**config.mk**
```make
export PLATFORM = sky130hd
export DESIGN_NAME = param_cmd_parser
export DESIGN_NICKNAME = d
export VERILOG_FILES = /design/src/rtl/pcp_pkg.sv /design/src/rtl/pcp_start_detect.sv /design/src/rtl/pcp_fsm.sv /design/src/rtl/pcp_fields.sv /design/src/rtl/param_cmd_parser.sv
export SDC_FILE = /design/constraint.sdc
export NUM_CORES = 1
export LEC_CHECK = 0
export ABC_CLOCK_PERIOD_IN_PS = 2700
export BUFFER_PORTS_ARGS = -buffer_cell sky130_fd_sc_hd__buf_4
export CORE_AREA = 2 2 60 50
export CTS_BUF_LIST = sky130_fd_sc_hd__clkbuf_8 sky130_fd_sc_hd__clkbuf_16
export DETAILED_ROUTE_END_ITERATION = 10
export DIE_AREA = 0 0 62 52
export SLEW_MARGIN = 20
export SYNTH_ARGS = -nofsm -noshare
export SYNTH_HDL_FRONTEND = slang
export SYNTH_HIERARCHICAL = 1
export SYNTH_SLANG_ARGS = --single-unit
```
**constraint.sdc**
```tcl
create_clock -name clk -period 2.7 [get_ports clk]
set_input_delay 0.27 -clock clk [delete_from_list [all_inputs] [get_ports clk]]
set_output_delay 0.27 -clock clk [all_outputs]
set_load 0.005 [all_outputs]
```
**src/rtl/pcp_pkg.sv**
```systemverilog
package pcp_pkg;

    typedef enum logic [2:0] {
        S_IDLE,
        S_ADDR,
        S_FIRST,
        S_SECOND,
        S_WR_MID,
        S_WR_LAST
    } pcp_state_e;

endpackage

```
**src/rtl/pcp_start_detect.sv**
```systemverilog
module pcp_start_detect #(
    parameter int BYTE_W = 8,
    parameter int ID_W   = 4
) (
    input  logic [BYTE_W-1:0] rx_byte,
    input  logic [ID_W-1:0]   dev_id,
    output logic              is_start,
    output logic              id_match
);
    localparam int TAG_W = BYTE_W - ID_W;

    // A start byte has every bit above the ID field set.
    always_comb begin
        is_start = &rx_byte[BYTE_W-1 -: TAG_W];
        id_match = is_start && (rx_byte[ID_W-1:0] == dev_id);
    end
endmodule

```
**src/rtl/pcp_fsm.sv**
```systemverilog
module pcp_fsm
    import pcp_pkg::*;
(
    input  logic clk,
    input  logic rst_n,
    input  logic rx_stb,
    input  logic is_start,
    input  logic id_match,
    input  logic full_mode,
    input  logic wr_ack,
    output logic cap_addr,
    output logic cap_val,
    output logic to_low,
    output logic wr_req
);
    pcp_state_e state_q, state_d;
    logic       start_seen;
    logic       byte_take;

    always_comb begin
        start_seen = rx_stb && is_start;
        byte_take  = rx_stb && !is_start;
    end

    // Next-state logic: a start byte overrides every other event.
    always_comb begin
        state_d = state_q;
        if (start_seen) begin
            state_d = id_match ? S_ADDR : S_IDLE;
        end else begin
            unique case (state_q)
                S_IDLE:    state_d = S_IDLE;
                S_ADDR:    if (byte_take) state_d = S_FIRST;
                S_FIRST:   if (byte_take) state_d = full_mode ? S_WR_MID : S_WR_LAST;
                S_SECOND:  if (byte_take) state_d = S_WR_LAST;
                S_WR_MID:  if (wr_ack)    state_d = S_SECOND;
                S_WR_LAST: if (wr_ack)    state_d = S_IDLE;
                default:   state_d = S_IDLE;
            endcase
        end
    end

    always_ff @(posedge clk or negedge rst_n) begin
        if (!rst_n) state_q <= S_IDLE;
        else        state_q <= state_d;
    end

    // Control outputs decoded from the current state.
    always_comb begin
        cap_addr = 1'b0;
        cap_val  = 1'b0;
        to_low   = 1'b0;
        wr_req   = 1'b0;
        unique case (state_q)
            S_IDLE:    ;
            S_ADDR:    cap_addr = byte_take;
            S_FIRST:   cap_val  = byte_take;
            S_SECOND:  cap_val  = byte_take;
            S_WR_MID:  begin
                wr_req = 1'b1;
                to_low = wr_ack && !start_seen;
            end
            S_WR_LAST: wr_req = 1'b1;
            default:   ;
        endcase
    end
endmodule

```
**src/rtl/pcp_fields.sv**
```systemverilog
module pcp_fields #(
    parameter int BYTE_W  = 8,
    parameter int PAW     = 5,
    parameter int HI_BITS = 7,
    parameter int LO_BITS = 5
) (
    input  logic              clk,
    input  logic              rst_n,
    input  logic [BYTE_W-1:0] rx_byte,
    input  logic              cap_addr,
    input  logic              cap_val,
    input  logic              to_low,
    output logic              full_mode,
    output logic [PAW:0]      wr_addr,
    output logic [BYTE_W-1:0] wr_data
);
    localparam int          FULL_BIT = BYTE_W - 1;
    localparam int          LOW_BIT  = BYTE_W - 2;
    localparam logic [BYTE_W-1:0] HI_MASK = BYTE_W'((1 << HI_BITS) - 1);
    localparam logic [BYTE_W-1:0] LO_MASK = BYTE_W'((1 << LO_BITS) - 1);

    logic [PAW-1:0]    param_q;
    logic              sel_q;
    logic [BYTE_W-1:0] data_q;
    logic              full_q;

    always_ff @(posedge clk or negedge rst_n) begin
        if (!rst_n) begin
            param_q <= '0;
            sel_q   <= 1'b0;
            full_q  <= 1'b0;
            data_q  <= '0;
        end else begin
            if (cap_addr) begin
                param_q <= rx_byte[PAW-1:0];
                full_q  <= rx_byte[FULL_BIT];
                sel_q   <= rx_byte[FULL_BIT] ? 1'b0 : rx_byte[LOW_BIT];
            end
            if (to_low) begin
                sel_q <= 1'b1;
            end
            if (cap_val) begin
                data_q <= rx_byte & (sel_q ? LO_MASK : HI_MASK);
            end
        end
    end

    always_comb begin
        full_mode = full_q;
        wr_addr   = {param_q, sel_q};
        wr_data   = data_q;
    end
endmodule

```
**src/rtl/param_cmd_parser.sv**
```systemverilog
module param_cmd_parser #(
    parameter int N_PARAMS = 32,
    parameter int BYTE_W   = 8,
    parameter int ID_W     = 4,
    parameter int HI_BITS  = 7,
    parameter int LO_BITS  = 5
) (
    input  logic              clk,
    input  logic              rst_n,
    input  logic [ID_W-1:0]   dev_id,
    input  logic [BYTE_W-1:0] rx_byte,
    input  logic              rx_stb,
    output logic              wr_req,
    output logic [$clog2(N_PARAMS):0] wr_addr,
    output logic [BYTE_W-1:0] wr_data,
    input  logic              wr_ack
);
    localparam int PAW = $clog2(N_PARAMS);

    logic is_start, id_match, full_mode;
    logic cap_addr, cap_val, to_low;

    pcp_start_detect #(.BYTE_W(BYTE_W), .ID_W(ID_W)) u_start (
        .rx_byte  (rx_byte),
        .dev_id   (dev_id),
        .is_start (is_start),
        .id_match (id_match)
    );

    pcp_fsm u_fsm (
        .clk       (clk),
        .rst_n     (rst_n),
        .rx_stb    (rx_stb),
        .is_start  (is_start),
        .id_match  (id_match),
        .full_mode (full_mode),
        .wr_ack    (wr_ack),
        .cap_addr  (cap_addr),
        .cap_val   (cap_val),
        .to_low    (to_low),
        .wr_req    (wr_req)
    );

    pcp_fields #(
        .BYTE_W (BYTE_W),
        .PAW    (PAW),
        .HI_BITS(HI_BITS),
        .LO_BITS(LO_BITS)
    ) u_fields (
        .clk       (clk),
        .rst_n     (rst_n),
        .rx_byte   (rx_byte),
        .cap_addr  (cap_addr),
        .cap_val   (cap_val),
        .to_low    (to_low),
        .full_mode (full_mode),
        .wr_addr   (wr_addr),
        .wr_data   (wr_data)
    );
endmodule

```
==> impl_metrics.env, run 1 <==
export IMPL_cp_arrival_ns=1.65
export IMPL_grt_max_degree=18
export IMPL_crit_required_ns=2.83
export IMPL_cpPeakStageDelay_ns=0.47
export IMPL_ios=31
export IMPL_wl_um=1880
export IMPL_drc=0
export IMPL_syn2layout_area_growth_pct=31.5
export IMPL_clkTransAtPathRegs_ns=0.07
export IMPL_core_sq_um=2660
export IMPL_nNetsFinal=119
export IMPL_avgSynthCellArea_sq_um=12.6
export IMPL_worst_setup_path_start_kind="register"
export IMPL_wire_per_inst_um=13.5
export IMPL_finalSetupViolCount=0
export IMPL_hpwl_um=1380
export IMPL_p_per_area_nw_per_um2=999
export IMPL_fin_crit_sh_pct=56.0
export IMPL_insertion_delay_ns=0.25
export IMPL_grt_pass1_vias=601
export IMPL_dieWidth_um=62
export IMPL_start_util_pct=34.2
export IMPL_hold_violations=0
export IMPL_netlist_cell_type_count=29
export IMPL_end_kind="register"
export IMPL_setup_tns_ns=0
export IMPL_crit_type="reg2reg"
export IMPL_dieHeight_um=52
export IMPL_core_rowCount=17
export IMPL_gp_congestion=0.854
export IMPL_synth_area_sq_um=910
export IMPL_htreeDepth=1
export IMPL_cts_resized=0
export IMPL_cap_violations=0
export IMPL_synth_top_cell_area_share_pct=46.8
export IMPL_clock_path_buffers=2
export IMPL_ant_nets=0
export IMPL_hp_class="in2reg"
export IMPL_numCtsBuffers=3
export IMPL_io_buffers=29
export IMPL_rsz0062_at_grt="false"
export IMPL_synth_nets=88
export IMPL_viasPerCell=4.72
export IMPL_die_area_sq_um=3220
export IMPL_synth_ff_type="dfrtp_1"
export IMPL_synth_common_cells="dfrtp_1 (17), mux2_4 (11), inv_1 (4), nand2_1 (4)"
export IMPL_cpMaxStageDelayCell="and3_1"
export IMPL_drv_slew=0
export IMPL_grt_total_usage_pct=12.7
export IMPL_path_cells="inv_1, and3_1, mux2_4"
export IMPL_ys_ff_latch=17
export IMPL_synth_most_common_cell="dfrtp_1"
export IMPL_gr_total_overflow=0
export IMPL_grt_pass1_wl_um=2900
export IMPL_synth_edf_count=0
export IMPL_drt_iter0_markers=22
export IMPL_antenna_found_initial=0
export IMPL_yosys_area_top_type="dfrtp_1"
export IMPL_cts_root_buf="clkbuf_8"
export IMPL_fin_skew_ns=0.00210
export IMPL_cts_sinks=17
export IMPL_min_period_ns=1.51
export IMPL_drt_first_pass_iters=4
export IMPL_worst_path_max_fanout=10
export IMPL_synth_seq_area_share_pct=46.8
export IMPL_status="completed"
export IMPL_cts_tree="built"
export IMPL_peakVddDrop_uv=441
export IMPL_fillers=255
export IMPL_n_antenna_cell=0
export IMPL_final_util_pct=45.0
export IMPL_max_freq_ghz=0.662
export IMPL_p_leak_nw=0.569
export IMPL_async_reset_ff_share_pct=100
export IMPL_drive_gt1_share_pct=51.0
export IMPL_yosysWarnings=6
export IMPL_synth_area_leaders="dfrtp_1 (47%), mux2_4 (18%), buf_6 (3.7%)"
export IMPL_num_vias=661
export IMPL_synth_cells=72
final timing paths:
check	from	end	slack, ns	cells past startpoint
max	u_fsm/state_q[2]	u_fields/wr_data[2]	1.19	3
min	rx_stb	u_fsm/state_q[1]	0.24	2
max reg2reg	u_fsm/state_q[2]	u_fields/wr_data[2]	1.19	3
min reg2reg	u_fields/param_q[1]	u_fields/param_q[1]	0.51	1
max in group asynchronous	rst_n	u_fields/wr_data[2]	2.09	2
min in group asynchronous	rst_n	u_fields/wr_data[1]	0.42	2
worst max-delay path: cells and delay by family (launching register included):
kind | cells | cell delay (ns)
and+or+nand+nor | 1 | 0.47
DFF | 1 | 0.45
muxes | 1 | 0.35
buffers and inverters | 1 | 0.13
sequential cells by signal, indices dropped and copies added (netlist names):
signal              count
u_fields/full_mode      1
u_fields/param_q        5
u_fields/sel_q          1
u_fields/wr_data        7
u_fsm/state_q           3
final cells by class:
cell class                 count  area [sq um]  area share (%)
multi-input combinational     46           427            35.7
clock inverter                 1          5.00           0.418
timing repair buffer          31           235            19.7
inverter                       4          15.0            1.26
clock buffer                   3          41.3            3.45
sequential                    17           425            35.6
tap                           38          47.5            3.97
cells in the final DEF, fill, tap and decap left out:
cell	instances
nor3_1	1
conb_1	1
nor2b_1	3
o22ai_1	1
nor4bb_2	1
or3_1	1
buf_4	30
inv_1	4
dlygate4sd3_1	1
clkbuf_8	3
nor4b_1	2
xor2_1	2
or2_1	1
dfrtp_1	17
or2_2	1
and3_1	1
and4_4	1
a31o_1	2
a31oi_1	2
nand2_1	4
o221ai_1	1
nor2_1	2
nor3_2	1
clkinv_2	1
and2_4	1
o32a_1	1
mux2_4	11
nand2b_4	1
nand3_2	1
o32ai_1	1
xnor2_1	2
logic make-up after synthesis:
| kind of cell | Yosys count | share of synthesized area (%) |
|---|---|---|
| AND/OR/NAND/NOR | 22 | 16.8 |
| AO/OA/AOI/OAI | 8 | 7.02 |
| flip-flops | 17 | 46.8 |
| buffers and inverters | 9 | 7.01 |
| XOR/XNOR | 4 | 3.85 |
| multiplexers | 11 | 18.2 |
| other | 1 | 0.412 |
stage by stage:
step           instance area, sq um  hold WS [ns]  worst slack (ns)  instances  total power [mW]
3_3_place_gp                   1140         0.148              1.01        135              1.00
4_1_cts                        1200         0.230              1.18        140              1.21
5_1_grt                        1200         0.247              1.09        140              1.28
6_report                       1200         0.236              1.19        140              1.20
2_1_floorplan                   910       -0.0256              1.17         72             0.793
3_5_place_dp                   1140         0.148             0.970        135              1.01
report_power, final:
part           switching [mW]  internal (mW)
Combinational           0.181          0.357
Sequential             0.0887          0.380
Clock                  0.0862          0.102
Total                   0.356          0.839
layer usage:
metal / vias up / track usage (%) / part of all wire (%)
li1: 309 / - / -
met1: 315 / 17.9 / 47
met2: 33 / 17.7 / 44
met3: 4 / 4.73 / 7.9
met4: 0 / 4.26 / 1.1
met5: - / 0 / 0
repair_timing:
item                                    in CTS  in global routing
hold buffers                                 1                  0
buffers inserted                             0                  0
hold endpoints to repair                    17                  0
endpoints found under the setup margin       0                  0
Note: power is estimated with default switching activity, not from simulation.
==> inputs of run 2 (changes only) <==
--- a/config.mk
+++ b/config.mk
@@ -5,12 +5,13 @@
 export SDC_FILE = /design/constraint.sdc
 export NUM_CORES = 1
 export LEC_CHECK = 0
-export ABC_CLOCK_PERIOD_IN_PS = 2700
+export ABC_AREA = 1
+export ABC_CLOCK_PERIOD_IN_PS = 1500
 export BUFFER_PORTS_ARGS = -buffer_cell sky130_fd_sc_hd__buf_4
-export CORE_AREA = 2 2 60 50
+export CORE_AREA = 2 2 59 50
 export CTS_BUF_LIST = sky130_fd_sc_hd__clkbuf_8 sky130_fd_sc_hd__clkbuf_16
 export DETAILED_ROUTE_END_ITERATION = 10
-export DIE_AREA = 0 0 62 52
+export DIE_AREA = 0 0 61 52
 export SLEW_MARGIN = 20
 export SYNTH_ARGS = -nofsm -noshare
 export SYNTH_HDL_FRONTEND = slang
==> constraint.sdc (replaced) <==
create_clock -name clk -period 1.5 [get_ports clk]
set_input_delay 0.15 -clock clk [delete_from_list [all_inputs] [get_ports clk]]
set_output_delay 0.15 -clock clk [all_outputs]
set_load 0.005 [all_outputs]
==> run 2 against run 1 <==
Against the previous run:
- clock power is 77% higher
- global-route usage grew 1.9 points
- die area is 1.6% lower
- routed wire length up 8.6%
- area after synthesis decreased by 2.8%
- worst setup slack got worse by 1.0 ns
- cell count grew 37%
- largest power group is now sequential cells
- critical path type unchanged
- combinational power grew 44%
- core utilization up 0.68 points
- register-to-register slack worse by 1.0 ns
- non-clock buffer count is 1 higher
==> impl_metrics.env, run 2 <==
export IMPL_status="completed"
export IMPL_fin_skew_ns=0.000574
export IMPL_drive_gt1_share_pct=27.9
export IMPL_drv_slew=0
export IMPL_wl_met1_um=1010
export IMPL_dr_wl_met3_um=102
export IMPL_clock_path_buffers=2
export IMPL_ant_nets=0
export IMPL_seq_area_sq_um=425
export IMPL_synth_edf_count=0
export IMPL_drt_first_pass_iters=4
export IMPL_cp_top_family="simple AND/OR/NAND/NOR gates"
export IMPL_crit_type="reg2reg"
export IMPL_crit_required_ns=1.69
export IMPL_cp_arrival_ns=1.50
export IMPL_dieWidth_um=61
export IMPL_path_cells="inv_2, nand2_1, nor3_1, buf_4, nand3_1, nand3_1"
export IMPL_die_area_sq_um=3170
export IMPL_io_buffers=29
export IMPL_fillers=291
export IMPL_avgSynthCellArea_sq_um=7.31
export IMPL_numCtsBuffers=3
export IMPL_synth_seq_area_share_pct=48.1
export IMPL_drc=0
export IMPL_start_util_pct=33.8
export IMPL_hp_class="in2reg"
export IMPL_setup_tns_ns=0
export IMPL_synth_cells=121
export IMPL_peakVddDrop_uv=707
export IMPL_end_kind="register"
export IMPL_worst_setup_path_start_kind="register"
export IMPL_ios=31
export IMPL_cpMaxStageDelayCell="dfrtp_1"
export IMPL_cap_violations=0
export IMPL_timing_final_ws_setup_ns=0.181
export IMPL_synth_ff_type="dfrtp_1"
export IMPL_cpPeakStageDelay_ns=0.42
export IMPL_largest_reg_flops=7
export IMPL_rr_worst_depth=6
export IMPL_nNetsFinal=171
export IMPL_cp_depth=6
export IMPL_synth_nets=137
export IMPL_layout_common_cells="nand2_1 (44), buf_4 (31), inv_1 (18)"
export IMPL_n_antenna_cell=0
export IMPL_grt_pass1_wl_um=3300
export IMPL_finalSetupViolCount=0
export IMPL_hpwl_um=1610
export IMPL_insertion_delay_ns=0.25
export IMPL_p_leak_nw=0.658
export IMPL_clkTransAtPathRegs_ns=0.06
export IMPL_viasPerCell=4.30
export IMPL_synth_top_cell_area_share_pct=48.1
export IMPL_r2r_end="u_fields/sel_q"
export IMPL_ys_ff_latch=17
export IMPL_wl_met2_um=906
export IMPL_crit_top_cell="nand3_1"
export IMPL_wire_per_inst_um=10.7
export IMPL_cts_setup_buffers=0
export IMPL_async_reset_ff_share_pct=100
export IMPL_core_rowCount=17
export IMPL_syn2layout_area_growth_pct=35.1
export IMPL_wl_um=2050
export IMPL_cts_tree="built"
export IMPL_min_period_ns=1.32
export IMPL_r2r_start="u_fsm/state_q[2]"
export IMPL_synth_area_sq_um=885
export IMPL_yosysWarnings=6
export IMPL_hold_violations=0
export IMPL_synth_area_leaders="dfrtp_1 (48%), nand2_1 (19%), inv_1 (7.6%)"
export IMPL_grt_total_usage_pct=14.6
export IMPL_grt_max_degree=18
export IMPL_worst_path_max_fanout=6
export IMPL_top_layer_used="met4"
export IMPL_dieHeight_um=52
export IMPL_path_buf_inv=2
export IMPL_max_freq_ghz=0.758
export IMPL_multiInputGateArea_sq_um=350
export IMPL_dp_slack_ns=0.158
export IMPL_p_per_area_nw_per_um2=1610
export IMPL_hold_path_depth=3
export IMPL_gr_total_overflow=0
export IMPL_gp_congestion=0.809
export IMPL_synth_most_common_cell="nand2_1"
export IMPL_cts_root_buf="clkbuf_8"
export IMPL_synth_common_cells="nand2_1 (44), inv_1 (18), dfrtp_1 (17), nand3_1 (11), o21ai_0 (9)"
export IMPL_r2r_slack_ns=0.18
export IMPL_antenna_found_initial=0
export IMPL_htreeDepth=1
export IMPL_num_vias=825
export IMPL_yosys_area_top_type="dfrtp_1"
export IMPL_grt_pass1_vias=746
export IMPL_core_sq_um=2620
export IMPL_final_common_cell="nand2_1"
export IMPL_hp_start="rx_byte[0]"
export IMPL_hold_end="u_fields/param_q[0]"
export IMPL_fin_crit_sh_pct=87.9
export IMPL_drt_iter0_markers=22
export IMPL_hold_slack_ns=0.132
export IMPL_netlist_cell_type_count=17
export IMPL_rsz0062_at_grt="false"
export IMPL_cts_sinks=17
==> run 2: cell count changes in the layout (fill, tap and decap cells not counted), moves of 3 or more <==
cell / before / now
inv_1: 4 / 18
inv_2: 0 / 4
mux2_4: 11 / 0
nand2_1: 4 / 44
nand3_1: 0 / 11
nor2_1: 2 / 5
nor2b_1: 3 / 0
o21ai_0: 0 / 9
==> run 2: repair_timing <==
| item | CTS | global route |
|---|---|---|
| hold buffers | 1 | 0 |
| hold endpoints to repair | 17 | 0 |
| endpoints found under the setup margin | 0 | 0 |
| gates resized for setup | 0 | 0 |
==> run 2: routing by layer <==
layer	global-route usage (%)	vias up
li1	-	426
met1	18.3	370
met2	23.3	25
met3	4.48	4
met4	5.43	0
met5	0	-
==> run 2: cell type report <==
class / instances / share of cell area (%)
clock inverter: 1 / 0.419
sequential: 17 / 35.6
tap: 38 / 3.98
timing repair buffer: 32 / 20.3
multi-input combinational: 79 / 29.3
clock buffer: 3 / 3.46
inverter: 22 / 6.91
==> run 2: cell families (layout without fill, tap and decap cells) <==
kind of cell / count (synthesis) / in the layout / synth area share, %
AOI/OAI and AO/OA: 10 / 10 / 5.66
xor gates and xnor gates: 2 / 2 / 1.98
buffers and inverters: 25 / 58 / 12.3
DFF: 17 / 17 / 48.1
other: 1 / 1 / 0.424
and+or+nand+nor: 66 / 66 / 31.5
==> run 2: worst max path at each step <==
| stage | start | endpoint | slack [ns] |
|---|---|---|---|
| 2_1_floorplan | u_fsm/state_q[2] | u_fields/sel_q | 0.08 |
| 3_3_place_gp | rx_byte[4] | u_fields/sel_q | 0.24 |
| 3_5_place_dp | rx_byte[4] | u_fields/sel_q | 0.16 |
| 4_1_cts | u_fsm/state_q[2] | u_fields/sel_q | 0.18 |
| 5_1_grt | u_fsm/state_q[2] | u_fields/sel_q | 0.04 |
| 6_report | u_fsm/state_q[2] | u_fields/sel_q | 0.18 |
==> run 2: worst reg2reg max path: cells and delay by family (launching register included) <==
kind	cells	cell delay, ns
buffers and inverters	2	0.31
DFF	1	0.42
and+or+nand+nor	4	0.51
==> run 2: through the flow <==
step,area (sq um),utilization (%),total power [mW],std cells
detailed placement,1140,43.5,1.59,187
global route,1190,45.7,2.09,192
floorplan,885,-,1.19,121
finish,1190,45.7,1.92,192
CTS,1190,45.7,1.95,192
global placement,1140,43.5,1.57,187
==> run 2: power by group <==
part           total [mW]  leakage, nW  switching (mW)  internal, mW
logic               0.773        0.418           0.375         0.398
registers           0.810        0.214           0.144         0.667
clock network       0.334       0.0255           0.151         0.184
total                1.92        0.658           0.669          1.25
==> inputs of run 3 (changes only) <==
--- a/config.mk
+++ b/config.mk
@@ -6,7 +6,6 @@
 export NUM_CORES = 1
 export LEC_CHECK = 0
 export ABC_AREA = 1
-export ABC_CLOCK_PERIOD_IN_PS = 1500
 export BUFFER_PORTS_ARGS = -buffer_cell sky130_fd_sc_hd__buf_4
 export CORE_AREA = 2 2 59 50
 export CTS_BUF_LIST = sky130_fd_sc_hd__clkbuf_8 sky130_fd_sc_hd__clkbuf_16
==> constraint.sdc (replaced) <==
create_clock -name clk -period 1.05 [get_ports clk]
set_input_delay 0.105 -clock clk [delete_from_list [all_inputs] [get_ports clk]]
set_output_delay 0.105 -clock clk [all_outputs]
set_load 0.005 [all_outputs]
==> run 3 against run 2 <==
Against the previous run:
- the run now ends with negative setup slack left
- sequential power up 47%
- sequential share of layout area shrank 4.8 points
- clock power rose by 42%
- design area rose by 16%
- power up 61%
- sequential cell count unchanged
- clock-buffer cell count did not move
- critical path type is now reg2out
==> impl_metrics.env, run 3 (synthesis gave the netlist of run 2 again) <==
export IMPL_status="finished with violations"
export IMPL_violations="negative setup slack"
export IMPL_dieWidth_um=61
export IMPL_drc=0
export IMPL_die_area_sq_um=3170
export IMPL_gp_congestion=0.848
export IMPL_crit_type="reg2out"
export IMPL_fin_cells=203
export IMPL_cp_arrival_ns=1.08
export IMPL_p_per_area_nw_per_um2=2240
export IMPL_placedInstanceArea_sq_um=1230
export IMPL_cts_root_buf="clkbuf_8"
export IMPL_worst_setup_path_start_kind="register"
export IMPL_htreeDepth=1
export IMPL_hp_class="in2reg"
export IMPL_hold_violations=0
export IMPL_setup_tns_ns=-1.58
export IMPL_drt_first_pass_iters=4
export IMPL_power_mw=3.10
export IMPL_dp_slack_ns=-0.155
export IMPL_hpwl_um=1580
export IMPL_grt_pass1_wl_um=3440
export IMPL_nNetsFinal=182
export IMPL_layout_common_cells="nand2_1 (39), buf_4 (38), inv_1 (18)"
export IMPL_cts_sinks=17
export IMPL_cpPeakStageDelay_ns=0.49
export IMPL_crit_top_cell="buf_6"
export IMPL_drt_iter0_markers=33
export IMPL_min_period_ns=1.18
export IMPL_finalSetupViolCount=17
export IMPL_place_inst=195
export IMPL_hold_slack_ns=0.0803
export IMPL_gr_total_overflow=0
export IMPL_clock_path_buffers=2
export IMPL_dieHeight_um=52
export IMPL_wire_per_inst_um=10.3
export IMPL_start_util_pct=33.8
export IMPL_wl_um=2100
export IMPL_numCtsBuffers=3
export IMPL_grt_pass1_vias=844
export IMPL_max_freq_ghz=0.845
export IMPL_insertion_delay_ns=0.25
export IMPL_core_sq_um=2620
export IMPL_fin_crit_sh_pct=113
export IMPL_end_kind="output port"
export IMPL_viasPerCell=4.36
export IMPL_fillers=263
export IMPL_path_cells="nor2_4, buf_6, buf_6"
export IMPL_cpMaxStageDelayCell="dfrtp_2"
export IMPL_num_vias=885
export IMPL_ant_nets=0
export IMPL_core_rowCount=17
export IMPL_timing_final_ws_setup_ns=-0.133
export IMPL_final_common_cell="nand2_1"
export IMPL_cap_violations=0
export IMPL_drv_slew=0
export IMPL_rsz0062_at_grt="true"
export IMPL_clkTransAtPathRegs_ns=0.06
export IMPL_antenna_found_initial=0
export IMPL_grt_max_degree=18
export IMPL_cts_tree="built"
export IMPL_fin_area_sq_um=1380
export IMPL_syn2layout_area_growth_pct=56.4
export IMPL_grt_total_usage_pct=14.6
export IMPL_ios=31
export IMPL_n_antenna_cell=0
export IMPL_p_leak_nw=0.741
export IMPL_peakVddDrop_uv=929
export IMPL_io_buffers=29
export IMPL_largest_reg_flops=7
export IMPL_drive_gt1_share_pct=40.6
export IMPL_crit_required_ns=0.94
export IMPL_worst_path_max_fanout=6
export IMPL_final_util_pct=52.9
export IMPL_fin_skew_ns=0.00149
[run 3: timing repair]
| action | CTS | global route |
|---|---|---|
| resized for setup | 3 | 19 |
| endpoints found under the setup margin | 17 | 17 |
| setup buffers | 1 | 2 |
| hold buffers | 1 | 0 |
| hold endpoints to repair | 17 | 0 |
| pin swaps | 6 | 5 |
[run 3: final timing paths]
check / slack (ns) / startpoint / depth (start not counted) / endpoint
setup / recovery: -0.13 / u_fsm/state_q[1] / 3 / wr_req
hold / removal: 0.08 / rx_byte[3] / 3 / u_fields/param_q[3]
setup reg to reg: -0.12 / u_fsm/state_q[2] / 6 / u_fields/sel_q
hold reg to reg: 0.48 / u_fields/param_q[0] / 2 / u_fields/param_q[0]
max in group asynchronous: 0.59 / rst_n / 2 / u_fsm/state_q[1]
min in group asynchronous: 0.26 / rst_n / 2 / u_fields/param_q[0]
[run 3: routing by layer]
| layer | up-vias | global-route usage (%) | share of wire [%] |
|---|---|---|---|
| met2 | 34 | 24.0 | 48 |
| met3 | 0 | 5.22 | 6.4 |
| li1 | 446 | - | - |
| met5 | - | 0 | 0 |
| met1 | 405 | 18.1 | 46 |
| met4 | 0 | 3.62 | 0 |
[run 3: report_power, final]
part | internal (mW) | switching, mW | total, mW
logic | 0.782 | 0.651 | 1.43
registers | 0.956 | 0.235 | 1.19
clock network | 0.263 | 0.211 | 0.473
total | 2.00 | 1.10 | 3.10
[run 3: final cells by class]
| class | instances | area, sq um | share of cell area (%) |
|---|---|---|---|
| Inverter | 22 | 85.1 | 6.15 |
| Timing Repair Buffer | 43 | 358 | 25.9 |
| Sequential cell | 17 | 427 | 30.8 |
| Clock inverter | 1 | 5.00 | 0.362 |
| Tap cell | 38 | 47.5 | 3.44 |
| Multi-Input combinational cell | 79 | 420 | 30.4 |
| Clock buffer | 3 | 41.3 | 2.98 |
[run 3: worst max-delay path, delay by kind of cell (launching register included)]
kind	cells	cell delay, ns
simple gates	1	0.15
flops	1	0.49
buf+inv	2	0.18
